`config.mk`:
```
export PLATFORM = sky130hd
export DESIGN_NAME = rwint_arbiter
export DESIGN_NICKNAME = d
export VERILOG_FILES = /design/src/rtl/rwint_pkg.sv /design/src/rtl/rwint_pend_bank.sv /design/src/rtl/rwint_prio_pick.sv /design/src/rtl/rwint_resp_fmt.sv /design/src/rtl/rwint_arbiter.sv
export SDC_FILE = /design/constraint.sdc
export NUM_CORES = 1
export LEC_CHECK = 0
export BUFFER_PORTS_ARGS = -buffer_cell sky130_fd_sc_hd__buf_2
export CORE_MARGIN = 2
export CORE_UTILIZATION = 44
export DETAILED_ROUTE_END_ITERATION = 10
export PLACE_DENSITY = 0.8
export SLEW_MARGIN = 10
export SYNTH_ARGS = -nofsm -noshare
export SYNTH_HDL_FRONTEND = slang
export SYNTH_SLANG_ARGS = --single-unit
```
`constraint.sdc`:
```
create_clock -name clk -period 1.64 [get_ports clk]
set_input_delay 0.164 -clock clk [delete_from_list [all_inputs] [get_ports clk]]
set_output_delay 0.164 -clock clk [all_outputs]
set_load 0.01 [all_outputs]
```
`src/rtl/rwint_pkg.sv`:
```
package rwint_pkg;
  localparam int STAT_W = 8;
  localparam logic [STAT_W-1:0] ACK_STAT_MASK = 8'hB8;
  localparam int DEVFLAG_BIT = 6;

  function automatic logic [STAT_W-1:0] ack_status_byte(
      input logic [STAT_W-1:0] raw, input logic dev_flag);
    logic [STAT_W-1:0] b;
    b = raw & ACK_STAT_MASK;
    b[DEVFLAG_BIT] = dev_flag;
    return b;
  endfunction
endpackage

```
`src/rtl/rwint_pend_bank.sv`:
```
module rwint_pend_bank #(
  parameter int N = 8
) (
  input  logic         clk,
  input  logic         rst_n,
  input  logic [N-1:0] set_vec,
  input  logic [N-1:0] clr_vec,
  output logic [N-1:0] pend
);
  for (genvar g = 0; g < N; g++) begin : g_bit
    logic bit_d, bit_q;
    always_comb begin
      bit_d = bit_q;
      if (clr_vec[g]) bit_d = 1'b0;
      if (set_vec[g]) bit_d = 1'b1;
    end
    always_ff @(posedge clk or negedge rst_n) begin
      if (!rst_n) bit_q <= 1'b0;
      else        bit_q <= bit_d;
    end
    assign pend[g] = bit_q;
  end
endmodule

```
`src/rtl/rwint_prio_pick.sv`:
```
module rwint_prio_pick #(
  parameter int N  = 8,
  parameter int UW = 3
) (
  input  logic [N-1:0]  req,
  output logic          any,
  output logic [UW-1:0] idx
);
  always_comb begin
    idx = '0;
    for (int i = N - 1; i >= 0; i--) begin
      if (req[i]) idx = UW'(i);
    end
    any = |req;
  end
endmodule

```
`src/rtl/rwint_resp_fmt.sv`:
```
module rwint_resp_fmt
  import rwint_pkg::*;
#(
  parameter int N  = 8,
  parameter int UW = 3
) (
  input  logic                  sel_valid,
  input  logic                  sel_is_dev,
  input  logic [UW-1:0]         sel_unit,
  input  logic [N*STAT_W-1:0]   status_all,
  output logic [STAT_W+UW-1:0]  resp_d
);
  logic [STAT_W-1:0] raw;
  always_comb begin
    raw = status_all[sel_unit*STAT_W +: STAT_W];
    if (sel_valid) resp_d = {sel_unit, ack_status_byte(raw, sel_is_dev)};
    else           resp_d = '0;
  end
endmodule

```
`src/rtl/rwint_arbiter.sv`:
```
module rwint_arbiter
  import rwint_pkg::*;
#(
  parameter int N = 8,
  localparam int UW = $clog2(N),
  localparam int RESP_W = STAT_W + UW
) (
  input  logic                clk,
  input  logic                rst_n,
  input  logic [N-1:0]        rew_done,
  input  logic [N-1:0]        rew_irq_want,
  input  logic                ctl_irq_set,
  input  logic [UW-1:0]       ctl_irq_unit,
  input  logic                ack,
  input  logic                halt,
  input  logic [UW-1:0]       halt_unit,
  input  logic [N*STAT_W-1:0] dev_status,
  output logic                irq_pend,
  output logic [RESP_W-1:0]   resp,
  output logic                resp_valid,
  output logic [N-1:0]        bot_set,
  output logic [N-1:0]        rew_cancel
);
  // reset: asserted asynchronously, released after two edges
  logic [1:0] rst_sync_q;
  logic       rst_int_n;
  always_ff @(posedge clk or negedge rst_n) begin
    if (!rst_n) rst_sync_q <= 2'b00;
    else        rst_sync_q <= {rst_sync_q[0], 1'b1};
  end
  assign rst_int_n = rst_sync_q[1];

  logic [N-1:0]  halt_dec, rew_set, rew_clr, rew_pend, ack_clr;
  logic          pick_any;
  logic [UW-1:0] pick_idx;
  logic          ctl_pend_q, ctl_pend_d;
  logic [UW-1:0] ctl_unit_q, ctl_unit_d;
  logic          sel_valid;
  logic [UW-1:0] sel_unit;
  logic [RESP_W-1:0] resp_d, resp_q;
  logic          resp_valid_q;
  logic [N-1:0]  bot_q, cancel_q;

  always_comb begin
    halt_dec = '0;
    if (halt) halt_dec[halt_unit] = 1'b1;
    ack_clr = '0;
    if (ack && !ctl_pend_q && pick_any) ack_clr[pick_idx] = 1'b1;
    // halt wins over a new set; a new set wins over the acknowledge clear
    rew_set = rew_done & rew_irq_want & ~halt_dec;
    rew_clr = ack_clr | halt_dec;
  end

  rwint_pend_bank #(.N(N)) u_bank (
    .clk(clk), .rst_n(rst_int_n),
    .set_vec(rew_set), .clr_vec(rew_clr), .pend(rew_pend)
  );

  rwint_prio_pick #(.N(N), .UW(UW)) u_pick (
    .req(rew_pend), .any(pick_any), .idx(pick_idx)
  );

  always_comb begin
    ctl_pend_d = ctl_pend_q;
    ctl_unit_d = ctl_unit_q;
    if (ack && ctl_pend_q) ctl_pend_d = 1'b0;
    if (halt && (halt_unit == ctl_unit_q)) ctl_pend_d = 1'b0;
    if (ctl_irq_set) begin
      ctl_pend_d = 1'b1;
      ctl_unit_d = ctl_irq_unit;
    end
  end

  always_ff @(posedge clk or negedge rst_int_n) begin
    if (!rst_int_n) begin
      ctl_pend_q <= 1'b0;
      ctl_unit_q <= '0;
    end else begin
      ctl_pend_q <= ctl_pend_d;
      ctl_unit_q <= ctl_unit_d;
    end
  end

  always_comb begin
    sel_valid = ctl_pend_q || pick_any;
    sel_unit  = ctl_pend_q ? ctl_unit_q : pick_idx;
  end

  rwint_resp_fmt #(.N(N), .UW(UW)) u_fmt (
    .sel_valid(sel_valid), .sel_is_dev(!ctl_pend_q), .sel_unit(sel_unit),
    .status_all(dev_status), .resp_d(resp_d)
  );

  always_ff @(posedge clk or negedge rst_int_n) begin
    if (!rst_int_n) begin
      resp_q       <= '0;
      resp_valid_q <= 1'b0;
      bot_q        <= '0;
      cancel_q     <= '0;
    end else begin
      if (ack) resp_q <= resp_d;
      resp_valid_q <= ack;
      bot_q        <= rew_done & ~halt_dec;
      cancel_q     <= halt_dec;
    end
  end

  assign irq_pend   = ctl_pend_q | (|rew_pend);
  assign resp       = resp_q;
  assign resp_valid = resp_valid_q;
  assign bot_set    = bot_q;
  assign rew_cancel = cancel_q;
endmodule

```
== Yosys cells after proc, flatten, opt, wreduce, memory -nomap -nowiden ==
Cells that the tools add are included.

* $lt $le $gt $ge: 4
* Equality and inequality tests: 1
* Shifts and indexed selects: 1
* Multiplexer cells: 35
* Bitwise gates (word level): 6
* Reduce and logical (&&, ||, !) cells: 18

{| class="wikitable"
|+ Operator list
! cell !! number
|-
| indexed part select 64 x 7 -> 8 bit || 1
|-
| 2-to-1 mux 3 bit || 9
|-
| AND 8 bit || 3
|-
| 2-to-1 mux 1 bit || 21
|-
| 2-to-1 mux 8 bit || 2
|-
| nonzero test 2 bit || 8
|-
| 2-to-1 mux 11 bit || 1
|-
| < comparator 3 x 4 -> 1 bit, second input constant || 2
|-
| inverter 8 bit || 1
|-
| OR 8 bit || 1
|-
| OR reduction 8 bit || 1
|-
| demux 1 bit (select 3 bit) || 2
|-
| >= comparator 3 x 1 -> 1 bit, second input constant || 2
|-
| logical AND 1 bit || 6
|-
| == test 3 bit || 1
|-
| nonzero test 3 bit || 1
|-
| zero test 1 bit || 1
|-
| logical OR 1 bit || 1
|-
| OR 1 bit || 1
|}

* Bits in registers: 42
* Input bits: 91
* Output and inout port bits: 29
* Word-level logic and storage cells: 80

== Logic depth before layout (Yosys ltp) ==
Gate-level depths: netlist of the first run.

* Depth in word-level cells: 16
* Gate-level depth with buffers: 8
* Gate-level depth less buffers: 6

== Cells and area by module ==
A second synthesis of the first run with hierarchy kept.

* Cells, all modules: 196
* Area total of the unflattened synthesis: 2193.4 µm²

{| class="wikitable"
|+ By module, submodules not included
! module !! instances !! cells an instance !! area an instance (µm²) !! seq. area each (µm²)
|-
| rwint_arbiter || 1 || 115 || 1407.6 || 850.8
|-
| rwint_resp_fmt || 1 || 36 || 354.1 || 0.0
|-
| rwint_pend_bank || 1 || 32 || 350.3 || 200.2
|-
| rwint_prio_pick || 1 || 13 || 81.3 || 0.0
|}

== Worst setup path after synthesis of the first run ==
No wires, ideal clock.

* Path kind: register to register
* From: register u_bank.g_bit[6].bit_q
* To: register resp_q[3] (netlist: resp[3])
* Setup time: 0.126 ns
* Arrival time: 1.756 ns
* Required time: 1.514 ns
* Path slack: -0.241 ns
* Stages on the path, launching flop included: 9
* Path buffers: 2
* Period minus slack after synthesis: 1.881 ns
* Path through: dfrtp_1 nand2b_1 a221o_1 buf_6 a21o_1 buf_6 a211oi_1 a211oi_1 a221o_1

* Cells in the longest elaborated chain, start to end: 10
* Elaborated cells between the ends (all ways): 12
* Classes of those cells: shift: 1; mux: 9; reduce/logical: 2

{| class="wikitable"
|+ Ends and longest elaborated chain
! element !! line !! text
|-
| start: declaration || rwint_pend_bank.sv:11 || <nowiki>logic bit_d, bit_q;</nowiki>
|-
| start signal: assignment || rwint_pend_bank.sv:19 || <nowiki>else bit_q <= bit_d;</nowiki>
|-
| 2-to-1 mux 3 bit (7 in a row) || rwint_prio_pick.sv:12 || <nowiki>if (req[i]) idx = UW'(i);</nowiki>
|-
| 2-to-1 mux 3 bit || rwint_arbiter.sv:86 || <nowiki>sel_unit = ctl_pend_q ? ctl_unit_q : pick_idx;</nowiki>
|-
| indexed part select 64 x 7 -> 8 bit || rwint_resp_fmt.sv:15 || <nowiki>raw = status_all[sel_unit*STAT_W +: STAT_W];</nowiki>
|-
| 2-to-1 mux 11 bit (*) || rwint_resp_fmt.sv:16 || <nowiki>if (sel_valid) resp_d = {sel_unit, ack_status_byte(raw, sel_is_dev)};</nowiki>
|-
| end signal: assignment || rwint_arbiter.sv:101 || <nowiki>if (ack) resp_q <= resp_d;</nowiki>
|-
| end: declaration || rwint_arbiter.sv:40 || <nowiki>logic [RESP_W-1:0] resp_d, resp_q;</nowiki>
|}

Mark *: on every way between the ends. The rest lies on a longest branch, timed or not.
A chain may end at the register's enable or synchronous reset.

== Final worst setup path of the first run ==
* From: register u_bank.g_bit[6].bit_q
* To: register resp_q[7] (netlist: resp[7])

Same word-level chain as after synthesis.

==> results of run 1 <==
[routing by layer]
metal  vias up  global-route usage
li1       1016                   -
met4         0             0.09259
met5         -                   0
met2        88              0.4232
met1      1062              0.3050
met3        11             0.04972
[power by group]
| part | internal (mW) | leakage (nW) | total [mW] | switching [mW] |
|---|---|---|---|---|
| Clock | 0.445 | 0.0502 | 0.803 | 0.358 |
| Combinational | 0.459 | 1.02 | 0.937 | 0.478 |
| Sequential | 1.06 | 0.463 | 1.15 | 0.0893 |
[placed cells by master, fill, tap and decap left out, types with 5 or more instances in the layout]
cell and instances:
a221o_1 5, mux2_2 5, a211oi_2 8, buf_4 32, o21ai_2 5, dfrtp_1 35, nor2_1 13, buf_2 83
a21oi_1 9, nor2b_1 10, nand2_1 19, clkbuf_8 5, inv_1 9, mux2i_1 13, buf_6 5
[logic make-up after synthesis]
logic type,count (synthesis),synth area share
simple gates,72,0.1706
compound gates,56,0.1916
flops,39,0.4685
buf+inv,21,0.05285
mux,20,0.1003
xor+xnor,3,0.01261
other cells,2,0.003605
[timing repair]
action,in CTS,in global routing
setup buffers,3,4
hold endpoints to repair,2,0
hold buffers,1,0
setup endpoints to repair,10,10
cloned,2,0
gates resized for setup,18,37
pin swaps,10,18
[worst paths after layout]
kind / cells after the start / slack, ns / end
worst max-delay path: 6 / -0.28 / resp[7]
worst min-delay path: 2 / 0.1 / ctl_unit_q[2]
worst max register to register: 6 / -0.28 / resp[7]
worst min register to register: 1 / 0.30 / resp[10]
max in group asynchronous: 1 / 0.99 / ctl_pend_q
min in group asynchronous: 2 / 0.18 / rst_sync_q[1]
[state kept, by name, indices dropped and copies added (netlist names)]
register and cells:
rst_sync_q 2, bot_set 8, ctl_pend_q 1, u_bank.g_bit.bit_q 8
rew_cancel 8, resp 8, ctl_unit_q 3, resp_valid 1
[stage by stage]
stage / power (mW) / instance area, sq um / hold WS [ns] / util
2_1_floorplan: 1.571 / 2118 / -0.1316 / -
3_3_place_gp: 1.870 / 2753 / -0.05210 / 0.5946
3_5_place_dp: 1.893 / 2753 / -0.04675 / 0.5946
4_1_cts: 2.776 / 2974 / 0.09466 / 0.6424
5_1_grt: 3.013 / 3162 / 0.09610 / 0.6830
6_report: 2.888 / 3162 / 0.09924 / 0.6830
[worst max-delay path, stage by stage, from the launching register on]
cell	delay [ns]
dfrtp_1	0.38
nand2b_4	0.15
a221o_2	0.44
buf_6	0.18
a311oi_2	0.26
a311oi_2	0.08
a221o_1	0.33
[area by class of cell]
class                           count  share of cell area
Clock buffer                        5             0.02176
Multi-Input combinational cell    157              0.3957
Sequential cell                    39              0.3102
Timing Repair Buffer              121              0.2283
Inverter                            9             0.01068
Tap cell                           54             0.02137
Clock inverter                      2             0.01187
[cell usage after synthesis (4+ instances only)]
library cell,number
dfrtp_1,39
buf_2,4
mux2_2,7
a21oi_1,10
nand3_1,6
nor2b_1,10
o21ai_0,10
nor2_1,16
mux2i_1,13
nand2b_1,5
a211oi_1,10
a221oi_1,4
inv_1,9
or3_1,4
nand2_1,20
a311oi_1,6
a221o_1,5
==> impl_metrics.py, run 1 <==
metrics = {
    "synthesis": {
        "yosysTopAreaCell": "dfrtp_1",
        "synth-seq-cells": 39,
        "synth_edf_count": 0,
        "synthFlopType": "dfrtp_1",
        "synth.distinct_cells": 39,
        "yosysTopAreaCellShare": 0.4685,
        "async_reset_ff_frac": 1.000,
        "syn_inst": 213,
        "yosys_warnings": 0,
        "yosys-top-cells-area": "dfrtp_1, mux2i_1, mux2_2",
        "syn_area_per_cell_sq_um": 9.781,
        "netlist_area_sq_um": 2083,
        "yosysSeqAreaShare": 0.4685,
    },
    "clock_network": {
        "cts-root-buf": "clkbuf_8",
        "cts_buffers": 5,
        "clock_latency_ns": 0.30,
        "clkTransAtPathRegs_ns": 0.09,
        "clockBufferDepth": 2,
        "cts_sinks": 39,
        "cts_max_level": 2,
        "cts_tree": "yes",
    },
    "final_layout": {
        "drive_gt1_frac": 0.5345,
        "fin_cells": 387,
        "multi_input_area_sq_um": 1251,
        "nNetsFinal": 424,
        "n_antenna_cell": 0,
        "syn2layout_area_growth_pct": 51.77,
        "fillers": 356,
        "ff_latch_area_sq_um": 980.9,
    },
    "sta": {
        "max_clock_freq_mhz": 521.1,
        "setup_viol": 9,
        "max_slew_margin": 0.6649,
        "fin_tns_setup_ns": -2.017,
        "slew_viol_final": 0,
        "worst_pin_slew_ns": 0.4988,
        "post-route-period-util": 1.170,
        "worst_slack_ns": -0.2790,
        "finalHoldViolCount": 0,
        "fin_worst_skew_ns": 0.01223,
        "period_minus_slack_ns": 1.919,
        "rsz0062_at_grt": "yes",
    },
    "worst_setup_path": {
        "path_max_fanout": 6,
        "critPathKind": "reg2reg",
        "r2r-start": "u_bank.g_bit[6].bit_q",
        "worstPathArrival_ns": 2.11,
        "startpoint_type": "register",
        "endpoint_kind": "register",
        "cp-startpoint": "u_bank.g_bit[6].bit_q",
        "crit_required_ns": 1.83,
    },
    "floorplanning": {
        "die_y_um": 72.81,
        "die_area_sq_um": 5301,
        "rows": 25,
        "die_w_um": 72.81,
        "core_area_sq_um": 4629,
        "initial_utilization": 0.4500,
        "io_pins": 120,
    },
    "routing": {
        "viasPerCell": 5.625,
        "drt_iter0_drc": 174,
        "wl_met1_um": 2791,
        "routedWlPerCell_um": 16.93,
        "wirelength_um": 6550,
        "route.detailed.drc": 0,
        "detail-route-antenna-nets": 0,
        "dr_total_vias": 2177,
        "firstDrtPassIters": 4,
        "routed-wl-met2_um": 3325,
        "highest_layer": "met4",
        "wl_met3_um": 334,
    },
    "power_and_ir_drop": {
        "power_density_nw_per_um2": 913.3,
        "p_leak_nw": 1.532,
        "ir_worst_vdd_mv": 0.5075,
    },
    "global_route": {
        "antenna_found_initial": 0,
        "grt-ovfl-total": 0,
        "grt_first_pass_wirelength_um": 9915,
        "grt_pass1_vias": 2179,
        "track_usage": 0.2463,
        "grt_max_degree": 38,
    },
    "job": {
        "cap_violations": 0,
    },
    "place": {
        "place_congestion": 0.8533,
        "pre_cts_slack_ns": -0.4031,
        "dp_cells": 371,
        "portBuffers": 84,
        "place_hpwl_um": 4359,
    },
    "status": {
        "outcome": "finished with violations",
        "violations": "setup timing",
    },
    "hold_path": {
        "hp-start": "ctl_irq_unit[2]",
        "hold_class": "in2reg",
    },
}
Power figures use the tool's default switching activity.
==> inputs of run 2 (changes only) <==
==> constraint.sdc (replaced) <==
create_clock -name clk -period 1.8 [get_ports clk]
set_input_delay 0.18 -clock clk [delete_from_list [all_inputs] [get_ports clk]]
set_output_delay 0.18 -clock clk [all_outputs]
set_load 0.01 [all_outputs]
==> impl_metrics.py, run 2 (same netlist as run 1, synthesis figures left out) <==
metrics = {
    "power_and_ir_drop": {
        "p_seq_frac": 0.420,
        "swShare": 0.3238,
        "p_leak_nw": 1.479,
        "switchingPower_mw": 0.7996,
        "clock_power_share": 0.260,
        "power_density_nw_per_um2": 813.6,
        "p_int_mw": 1.670,
        "combinationalPowerShare": 0.320,
        "ir_worst_vdd_mv": 0.3760,
    },
    "final_layout": {
        "final_common_cell": "buf_2",
        "nNetsFinal": 421,
        "drive_gt1_frac": 0.4985,
        "syn2layout_area_growth_pct": 45.71,
        "final_util": 0.6557,
        "final_cell_mix": "buf_2, dfrtp_1, buf_4, nand2_1, nor2_1",
        "fin_cells": 385,
        "n_antenna_cell": 0,
    },
    "sta": {
        "rsz0062_at_grt": "yes",
        "setup_viol": 7,
        "fin_tns_setup_ns": -0.7912,
        "finalHoldViolCount": 0,
        "fin_worst_skew_ns": 0.01133,
        "max_clock_freq_mhz": 506.3,
        "period_minus_slack_ns": 1.975,
        "worst_slack_ns": -0.1753,
        "post-route-period-util": 1.097,
        "slew_viol_final": 0,
    },
    "place": {
        "place_hpwl_um": 4396,
        "portBuffers": 84,
        "dp_cells": 367,
        "place_congestion": 0.8575,
    },
    "floorplanning": {
        "io_pins": 120,
        "initial_utilization": 0.4500,
        "core_area_sq_um": 4629,
        "die_y_um": 72.81,
        "rows": 25,
        "die_w_um": 72.81,
        "die_area_sq_um": 5301,
    },
    "routing": {
        "viasPerCell": 5.649,
        "wirelength_um": 6132,
        "route.detailed.drc": 0,
        "detail-route-antenna-nets": 0,
        "firstDrtPassIters": 5,
        "dr_total_vias": 2175,
        "drt_iter0_drc": 144,
        "routedWlPerCell_um": 15.93,
    },
    "clock_network": {
        "cts_sinks": 39,
        "cts_max_level": 2,
        "clockBufferDepth": 2,
        "clkTransAtPathRegs_ns": 0.08,
        "cts_buffers": 5,
        "cts_tree": "yes",
        "clock_latency_ns": 0.30,
        "cts-root-buf": "clkbuf_8",
    },
    "status": {
        "outcome": "finished with violations",
        "violations": "setup timing",
    },
    "worst_setup_path": {
        "critPathKind": "reg2reg",
        "crit_required_ns": 1.99,
        "worstPathArrival_ns": 2.17,
        "r2r-end": "resp[4]",
        "startpoint_type": "register",
        "r2r-start": "u_bank.g_bit[6].bit_q",
        "r2r_slack_ns": -0.18,
        "path_max_fanout": 4,
        "worstRegToRegCells": 7,
        "endpoint_kind": "register",
    },
    "global_route": {
        "grt-ovfl-total": 0,
        "grt_pass1_vias": 2111,
        "grt_first_pass_wirelength_um": 9639,
        "grt_max_degree": 38,
        "antenna_found_initial": 0,
        "track_usage": 0.2372,
    },
    "hold_path": {
        "holdPathEnd": "bot_set[3]",
        "holdPathStages": 2,
        "hold_class": "in2reg",
        "hp-start": "rew_done[3]",
    },
    "job": {
        "cap_violations": 0,
    },
}
[run 2: changes by cell type in the layout (fill, tap and decap cells not counted), moves of 3 or more]
cell	delta
buf_6	-3
nor3b_2	+3
o21ai_0	+3
o21ai_2	-3
[run 2: area by class of cell]
class                           instances  area [sq um]
Fill cell                             375          1594
Inverter                                9         33.78
Clock inverter                          2         16.27
Clock buffer                            6         82.58
Tap cell                               54         67.56
Sequential cell                        39         978.4
Multi-Input combinational cell        156          1154
Timing Repair Buffer                  119         703.2
[run 2: power by group through the flow]
stage                     sequential, mW  combinational, mW  clock, mW
after floorplan                     1.07              0.361          0
after global placement              1.04              0.650          0
after detailed placement            1.05              0.672          0
after CTS                           1.03              0.743      0.655
after global routing                1.05              0.858      0.696
final                               1.04              0.791      0.642
[run 2: timing repair]
item,4_1_cts,5_1_grt
endpoints found under the setup margin,6,9
resized for setup,18,14
endpoints found under the hold margin,2,0
hold buffers,1,0
setup buffers,4,4
pin swaps,9,10
cloned,1,0
[run 2: worst max path at each step]
| stage | depth (start not counted) | end | startpoint | slack, ns |
|---|---|---|---|---|
| final | 7 | resp[4] | u_bank.g_bit[6].bit_q | -0.18 |
| after global routing | 7 | resp[4] | u_bank.g_bit[6].bit_q | -0.28 |
| after CTS | 6 | resp[3] | u_bank.g_bit[6].bit_q | -0.14 |
| after detailed placement | 6 | resp[5] | u_bank.g_bit[6].bit_q | -0.30 |
| after global placement | 6 | resp[5] | u_bank.g_bit[6].bit_q | -0.20 |
| after floorplan | 8 | resp[7] | u_bank.g_bit[6].bit_q | -0.05 |
[run 2: metal layers]
metal	vias to the layer above	global-route usage	share of wire
met3	21	0.03315	0.064
met1	1038	0.3043	0.39
met4	0	0.1070	0.033
met5	-	0	0
li1	1009	-	-
met2	107	0.3980	0.51
[run 2: metrics by stage]
stage	cell area [sq um]	power [mW]	worst slack (ns)	hold WS [ns]
floorplan	2116	1.429	-0.04534	-0.1156
global placement	2733	1.690	-0.2017	-0.03602
detailed placement	2733	1.717	-0.2966	-0.03481
CTS	2962	2.428	-0.1358	0.1026
global route	3035	2.603	-0.2799	0.1129
finish	3035	2.470	-0.1753	0.1019
[run 2: worst max-delay path, cell delays in order (launching register included)]
cell	delay [ns]
dfrtp_1	0.40
buf_4	0.16
nor4_2	0.36
and3b_2	0.27
o21ai_0	0.15
buf_4	0.16
a311oi_1	0.05
a221o_1	0.31
==> inputs of run 3 (changes only) <==
--- a/config.mk
+++ b/config.mk
@@ -10,6 +10,7 @@
 export CORE_UTILIZATION = 44
 export DETAILED_ROUTE_END_ITERATION = 10
 export PLACE_DENSITY = 0.8
+export SKIP_LAST_GASP = 1
 export SLEW_MARGIN = 10
 export SYNTH_ARGS = -nofsm -noshare
 export SYNTH_HDL_FRONTEND = slang
==> impl_metrics.py, run 3 (same netlist as run 1, synthesis figures left out) <==
metrics = {
    "status": {
        "outcome": "finished with violations",
        "violations": "setup timing",
    },
    "routing": {
        "firstDrtPassIters": 4,
        "viasPerCell": 5.667,
        "detail-route-antenna-nets": 0,
        "drt_iter0_drc": 153,
        "wirelength_um": 6199,
        "route.detailed.drc": 0,
        "routedWlPerCell_um": 16.14,
        "dr_total_vias": 2176,
    },
    "floorplanning": {
        "initial_utilization": 0.4500,
        "rows": 25,
        "die_area_sq_um": 5301,
        "die_y_um": 72.81,
        "die_w_um": 72.81,
        "io_pins": 120,
        "core_area_sq_um": 4629,
    },
    "sta": {
        "slew_viol_final": 0,
        "fin_worst_skew_ns": 0.01205,
        "fin_tns_setup_ns": -0.8309,
        "setup_viol": 7,
        "worst_slack_ns": -0.1737,
        "finalHoldViolCount": 0,
        "period_minus_slack_ns": 1.974,
        "max_clock_freq_mhz": 506.7,
        "worst_pin_slew_ns": 0.5066,
        "max_slew_margin": 0.6597,
        "rsz0062_at_grt": "yes",
        "post-route-period-util": 1.097,
    },
    "worst_setup_path": {
        "cp_slowest_cell": "a221o_2",
        "worstPathArrival_ns": 2.22,
        "crit_required_ns": 2.05,
        "endpoint_kind": "register",
        "crit_buf_inv": 2,
        "crit_top_cell": "a211oi_2",
        "cp_top_family": "compound AO/OA/AOI/OAI gates",
        "startpoint_type": "register",
        "crit_chain": "nand2b_4 -> a221o_2 -> buf_6 -> buf_4 -> a211oi_2 -> a211oi_2 -> a211oi_1 -> a221o_1",
        "path_max_fanout": 8,
        "slowest_delay_ns": 0.44,
        "critPathKind": "reg2reg",
    },
    "final_layout": {
        "ff_latch_area_sq_um": 978.4,
        "final_util": 0.6524,
        "fillers": 383,
        "syn2layout_area_growth_pct": 44.99,
        "n_antenna_cell": 0,
        "drive_gt1_frac": 0.4848,
        "nNetsFinal": 420,
        "final_common_cell": "buf_2",
        "multi_input_area_sq_um": 1151,
        "final_cell_mix": "buf_2, dfrtp_1, buf_4, nand2_1",
    },
    "clock_network": {
        "clkTransAtPathRegs_ns": 0.08,
        "cts_max_level": 2,
        "cts-root-buf": "clkbuf_8",
        "cts_sinks": 39,
        "cts_buffers": 5,
        "clockBufferDepth": 2,
        "cts_tree": "yes",
        "clock_latency_ns": 0.30,
    },
    "global_route": {
        "antenna_found_initial": 0,
        "grt_pass1_vias": 2167,
        "grt_first_pass_wirelength_um": 9735,
        "grt-ovfl-total": 0,
        "grt_max_degree": 38,
        "track_usage": 0.2393,
    },
    "job": {
        "cap_violations": 0,
    },
    "power_and_ir_drop": {
        "power_density_nw_per_um2": 816.3,
        "ir_worst_vdd_mv": 0.3751,
        "p_leak_nw": 1.471,
        "fin_total_pwr_mw": 2.466,
    },
    "hold_path": {
        "hold_class": "in2reg",
    },
    "place": {
        "place_hpwl_um": 4396,
        "portBuffers": 84,
        "pre_cts_slack_ns": -0.2966,
        "place_congestion": 0.8575,
    },
}
[run 3: metal layers]
metal  global-route usage  part of all wire  vias up
met1               0.2998              0.40     1055
met3              0.04144             0.053       23
met2               0.3960              0.51       93
li1                     -                 -     1005
met4               0.1235             0.035        0
met5                    0                 0        -
[run 3: where the power goes]
| group | switching [mW] | internal [mW] |
|---|---|---|
| Clock | 0.329 | 0.313 |
| Combinational | 0.398 | 0.387 |
| Sequential | 0.0764 | 0.963 |
| Total | 0.803 | 1.66 |
[run 3: layout make-up]
cell class,count,share of cell area
clock buffer,6,0.02734
clock inverter,2,0.005385
inverter,9,0.01118
multi-input combinational,157,0.3811
sequential,39,0.3239
tap,54,0.02237
timing repair buffer,117,0.2287
[run 3: final timing paths]
kind                                        from             to  slack, ns  depth (start not counted)
setup / recovery           u_bank.g_bit[6].bit_q        resp[4]      -0.17                          8
hold / removal                       rew_done[3]     bot_set[3]       0.10                          2
setup reg to reg           u_bank.g_bit[6].bit_q        resp[4]      -0.17                          8
hold reg to reg                    rst_sync_q[1]     bot_set[4]       0.30                          1
max in group asynchronous          rst_sync_q[1]     ctl_pend_q       1.13                          1
min in group asynchronous                  rst_n  rst_sync_q[0]       0.19                          2
[run 3: stage by stage]
stage | cell area [sq um] | hold WS [ns] | cells
6_report | 3020 | 0.1023 | 384
5_1_grt | 3020 | 0.1129 | 384
4_1_cts | 2947 | 0.1026 | 381
3_5_place_dp | 2733 | -0.03481 | 367
3_3_place_gp | 2733 | -0.03602 | 367
2_1_floorplan | 2116 | -0.1156 | 215
[run 3: timing repair]
| action | in CTS | in global routing |
|---|---|---|
| hold endpoints to repair | 2 | 0 |
| hold buffers | 1 | 0 |
| setup buffers | 4 | 2 |
| setup endpoints to repair | 6 | 9 |
| pin swaps | 7 | 7 |
| gates resized for setup | 15 | 14 |
| gates cloned | 1 | 1 |
